File: config.mk
export PLATFORM = sky130hd
export DESIGN_NAME = chan_status_mon
export DESIGN_NICKNAME = d
export VERILOG_FILES = /design/src/rtl/chan_status_mon.sv
export SDC_FILE = /design/constraint.sdc
export NUM_CORES = 1
export LEC_CHECK = 0
export BUFFER_PORTS_ARGS = -buffer_cell sky130_fd_sc_hd__buf_2
export CAP_MARGIN = 20
export CORE_MARGIN = 1.5
export CORE_UTILIZATION = 36
export DETAILED_ROUTE_END_ITERATION = 8
export PLACE_DENSITY = 0.77
export SLEW_MARGIN = 20
export SYNTH_ARGS = -nofsm -noshare
export SYNTH_HDL_FRONTEND = slang
export SYNTH_SLANG_ARGS = --single-unit
File: constraint.sdc
create_clock -name clk -period 1.5 [get_ports clk]
set_input_delay 0.45 -clock clk [delete_from_list [all_inputs] [get_ports clk]]
set_output_delay 0.45 -clock clk [all_outputs]
set_load 0.1 [all_outputs]
File: src/rtl/chan_status_mon.sv
module chan_status_mon #(
  parameter int LVL_W = 11,
  parameter int TH_W  = 10
) (
  input  logic             clk,
  input  logic             rst_n,
  input  logic             code_vld,
  input  logic [7:0]       code_in,
  input  logic             pkt_end,
  input  logic [1:0]       ch_type,
  input  logic             dir_tx,
  input  logic [LVL_W-1:0] level,
  input  logic [TH_W-1:0]  threshold,
  input  logic [2:0]       irq_mask,
  input  logic [2:0]       clr,
  output logic [2:0]       status,
  output logic             irq
);
  localparam int CMP_W = (LVL_W > TH_W) ? LVL_W : TH_W;

  localparam logic [7:0] C_NOP        = 8'h00;
  localparam logic [7:0] C_SYNC       = 8'h10;
  localparam logic [7:0] C_ISO        = 8'h18;
  localparam logic [7:0] C_ASY_START  = 8'h20;
  localparam logic [7:0] C_ASY_BREAK  = 8'h26;
  localparam logic [7:0] C_CTL_START  = 8'h30;
  localparam logic [7:0] C_CTL_BREAK  = 8'h36;
  localparam logic [7:0] S_RX_BREAK   = 8'h70;
  localparam logic [7:0] S_RX_PROTERR = 8'h72;

  logic is_sync, is_iso, is_asy, is_ctl, pkt_q, irq_q;
  logic [2:0] flags_q, set_vec;

  assign is_sync = (ch_type == 2'd0);
  assign is_iso  = (ch_type == 2'd1);
  assign is_asy  = (ch_type == 2'd2);
  assign is_ctl  = (ch_type == 2'd3);

  wire rx_ev = code_vld & ~dir_tx;
  wire tx_ev = code_vld &  dir_tx;

  wire is_start = (is_asy & (code_in == C_ASY_START)) | (is_ctl & (code_in == C_CTL_START));
  wire is_break = (is_asy & (code_in == C_ASY_BREAK)) | (is_ctl & (code_in == C_CTL_BREAK));
  wire cmd_ok   = (code_in == C_NOP) | (is_sync & (code_in == C_SYNC)) |
                  (is_iso & (code_in == C_ISO)) | is_start | is_break;

  wire [CMP_W-1:0] lvl_x = CMP_W'(level);
  wire [CMP_W-1:0] th_x  = CMP_W'(threshold);

  assign set_vec[0] = (tx_ev & ch_type[1] & (code_in == S_RX_PROTERR)) |
                      (rx_ev & (~cmd_ok | (is_start & pkt_q)));
  assign set_vec[1] = (tx_ev & ch_type[1] & (code_in == S_RX_BREAK)) | (rx_ev & is_break);
  assign set_vec[2] = (lvl_x <= th_x);

  always_ff @(posedge clk or negedge rst_n) begin
    if (!rst_n) begin
      flags_q <= '0;
      irq_q   <= 1'b0;
      pkt_q   <= 1'b0;
    end else begin
      flags_q <= set_vec | (flags_q & ~clr);
      irq_q   <= |(flags_q & irq_mask);
      if (rx_ev & is_start & ~pkt_q)
        pkt_q <= 1'b1;
      else if ((rx_ev & is_break) | pkt_end)
        pkt_q <= 1'b0;
    end
  end

  assign status = flags_q;
  assign irq    = irq_q;
endmodule

Word level (Yosys, flattened, before mapping)
Index checks and enable logic that the tools add are counted.

Register bits: 5. Latch bits: 0. Bits in writable memories: 0. Memory bits (read-only): 0. Bits of input ports: 42. Output and inout bits: 4. Logic and storage cells: 54. Memories kept: 0.

Add/subtract/negate cells: 0. Multiply operators: 0. Div/mod/pow operators: 0. Order comparisons: 1. Eq/ne operators: 11. Shifts and indexed selects: 0. Muxes and demuxes: 2. Bitwise operators: 33. Reduce and logical (&&, ||, !) cells: 4.

Operators with widths (number): == test 8 x 6 -> 1 bit (second input constant) (4); AND 1 bit (16); == test 8 x 5 -> 1 bit (second input constant) (2); == test 8 x 7 -> 1 bit (second input constant) (2); <= comparator 11 x 10 -> 1 bit (1); OR 1 bit (10); logical NOT 8 bit (1); AND 3 bit (2); == test 2 bit (second input constant) (2); NOT 1 bit (3); NOT 3 bit (1); OR 3 bit (1); OR reduction 3 bit (1); == test 2 x 1 -> 1 bit (second input constant) (1); logical NOT 2 bit (1); two-way mux 1 bit (2); nonzero test 2 bit (1).

Longest topological paths before layout
Depth in word-level cells: 11. Mapped depth: 6.

Worst setup path before layout
No wires, ideal clock.

Kind: input to register. Start: in code_in[0]. End: reg pkt_q. Arrival time: 1.645 ns. Required time: 1.399 ns. Path slack: -0.246 ns. Stages on the path: 4. Path through: or2_4 > or4b_4 > o32a_1 > o32ai_1.

Longest elaborated chain between the ends: 6. Elaborated cells on any way between the ends: 16. Those cells by class: eq/ne (4); mux (1); bitwise (10); reduce/logical (1).

Ends and longest elaborated chain: start: declaration (RTL line 8) `input logic [7:0] code_in,`; == test 8 x 6 -> 1 bit (on tied branches) (RTL line 42, 43); AND 1 bit (on tied branches) (RTL line 42, 43); OR 1 bit (on tied branches) (RTL line 42, 43); AND 1 bit (on tied branches) (RTL line 63, 65); AND 1 bit / OR 1 bit (equally long branches) (RTL line 63, 65); two-way mux 1 bit / nonzero test 2 bit (equally long branches); end signal: assignment (RTL line 59) `pkt_q <= 1'b0;`; end signal: assignment (RTL line 64) `pkt_q <= 1'b1;`; end signal: assignment (RTL line 66) `pkt_q <= 1'b0;`; end: declaration (RTL line 31) `logic is_sync, is_iso, is_asy, is_ctl, pkt_q, irq_q;`.

Parallel ways exist; a longest one is shown, timed or not. A chain may end at the register's enable or synchronous reset.

Worst setup path in the final report
Same ends and word-level chain as after synthesis.

==> metrics.txt <==
largest stage delay on the critical path=approximately 550 ps; Synth warnings=0; vias in the first global route=748; chip width=roughly 45 um; synth top area cells=dfrtp_1 (20%), ha_1 (20%), inv_1 (8.9%); CTS buffer count=3; P_int=just under 0.0004 W; placed cell count=between 100 and 150; row count=14; minimum clock period=about 1600 ps; # clock sinks=5; max cap viols=0; area grow syn2layout=69.96%; Least-Margin Pin Slew=roughly 480 ps; worst skew pair latency=roughly 250 ps; CTS tree=done; Initial Util=about two fifths; # port buffers=45; Crit Path Category=in -> reg; DRT Pass-1 Iters=4; WP data arrival=~1700 ps; cell family with most CP delay=simple AND/OR/NAND/NOR gates; Crit. End Element=flip-flop; global-route wire length before repair=~3000 um; fill cell count=121; Fmax=about 0.63 GHz; Hold Path Class=in -> reg; prevailing post-synth register cell=dfrtp_1; Routed Antenna Nets=0; failing checks=negative setup slack; distinct cell type count after synthesis=32; final hold viol count=0; Residual DRC=0; vias=833; syn_area_per_cell=just over 8 sq um; area of the multi-input gates=approximately 470 sq um; maximum VDD drop=approximately 0.29 mV; crit-path max FO=4; post-synth top area cell=dfrtp_1; Logic pwr share=between 50% and 60%; Clock Tree Root=clkbuf_4; Total Routing Usage GR=19.72%; top cells by count, synth=inv_1 (15), ha_1 (10), dfrtp_1 (5), nor3_1 (5), nor2_1 (4); Clk pwr share=25.4%; Seq/Total Area, Yosys=slightly below 20%; Buf/Inv on CP=1; I/O pin count=46; drt wl/cell=12.52 um; Reg power frac=roughly 25%; #FFs+latches synth=5; final wirelength=roughly 2000 um; net switching power=~0.00024 W; Final WS setup=-93.41 ps; status=finished with violations; final setup fails=2; Power, Total=~0.00063 W; maximum number of pins on one net before global-route repair=7; Die Span Y=~45 um; Longest Clk Path Bufs=2; Pleak=between 0.5 and 0.6 nW; Initial DRC Count=19; H-tree depth=1; Mapped Nets=130; antenna diode count=0; sw frac=slightly below 40%; Cell Count, Final, Fillers Out=156; Post-DP HPWL=1559 um; Cells after Synth=78; Critical-path top delay cell=or4b_4; Final nets=around 190; Design Area, Final=about 1100 sq um; layout cells sized above 1=47.14%; max_slew headroom=between 60% and 70%; post-synth top area share=19.76%; fin crit share=106.2%; Post-synth EDFFs=0; GP Congestion=about 0.85; setup tns final=-156.7 ps; Core Area=around 1600 sq um; Cell Pwr Density=slightly below 600 nW/um^2; ys async rst share=between 90% and 100%; type of origin of the critical path=input port; Post-DP Area=998.5 sq um; Worst-path clk slew=~50 ps; Final Max Tran Viols=0; total congestion overflow=0; RSZ-0062 raised after global routing=yes; sequential cell area=125.1 sq um; CP required=~1700 ps; via-per-instance ratio=5.340; initial antenna violation count=0; worst-path cell chain=buf_6 -> or2_4 -> or4b_4 -> o32a_1 -> o32ai_1; cell with the most instances after synthesis=inv_1; DIE AREA=between 2000 and 2500 sq um; Synth Cell Area=633.1 sq um; Setup Skew=8.931 ps
==> placed cells by master, fill, tap and decap left out, types with 2 or more instances in the layout <==
master and instances:
a21oi_1 2, a31oi_1 2, buf_12 3, buf_2 41, buf_4 11, buf_6 2, clkbuf_4 3, dfrtp_1 5
ha_1 10, inv_1 15, nand2_1 2, nand2b_1 2, nand3_1 2, nand4_1 3, nor2_1 4, nor3_1 5
o21ai_0 2, o32ai_1 2, or4_1 2, or4b_4 2, xor2_1 2
==> routing by layer <==
metal / up-vias / global-route usage [%] / part of all wire, %
met2: 30 / 36.57 / 54
met4: 0 / 7.059 / 1.5
met3: 5 / 5.600 / 5.4
met1: 379 / 20.87 / 39
met5: - / 0 / 0
li1: 419 / - / -
==> what timing repair did <==
| action | CTS | global route |
|---|---|---|
| hold buffers | 0 | 1 |
| gates resized for setup | 4 | 1 |
| endpoints found under the hold margin | 0 | 5 |
| setup endpoints to repair | 2 | 2 |
| buffers inserted | 2 | 0 |
| pin swaps | 1 | 0 |
==> path summary, 6_finish.rpt <==
check / startpoint / to / slack (ps) / cells past startpoint
worst min register to register: status[1] / irq / 570 / 2
min in group asynchronous: rst_n / irq / 540 / 2
worst max register to register: pkt_q / pkt_q / 70 / 3
max in group asynchronous: rst_n / status[0] / 820 / 2
worst max-delay path: code_in[0] / pkt_q / -90 / 5
worst min-delay path: clr[1] / status[1] / 400 / 2
==> sequential cells by signal (all words and copies together), names as in the netlist <==
signal  flops
status      3
irq         1
pkt_q       1
==> power by group through the flow <==
stage	combinational (W)	sequential [W]	clock, W
CTS	0.000312	0.000156	0.000157
global placement	0.000301	0.000158	0
detailed placement	0.000307	0.000158	0
finish	0.000317	0.000156	0.000161
global route	0.000341	0.000158	0.000182
floorplan	0.0000869	0.000230	0
==> logic make-up after synthesis <==
group	synth area share [%]
compound gates	23.12
flops	19.76
buf+inv	8.893
xor+xnor	2.767
fa+ha+maj	19.76
simple gates	25.69
==> metrics by stage <==
stage / hold slack, ps / setup WS, ps / util [%]
2_1_floorplan: 154.4 / -207.9 / -
5_1_grt: 383.8 / -94.16 / 68.25
3_5_place_dp: 268.2 / -360.5 / 63.33
6_report: 396.5 / -93.41 / 68.25
3_3_place_gp: 267.1 / -328.8 / 63.33
4_1_cts: 12.44 / -83.43 / 67.14
==> area by class of cell <==
cell class,instances,share of cell area [%]
flip-flops and latches,5,11.63
multi-input cells,58,43.49
inverters,15,5.233
clock buffers,4,2.442
well taps,16,1.860
repair buffers,58,35.35
Note: power is estimated with default switching activity, not from simulation.
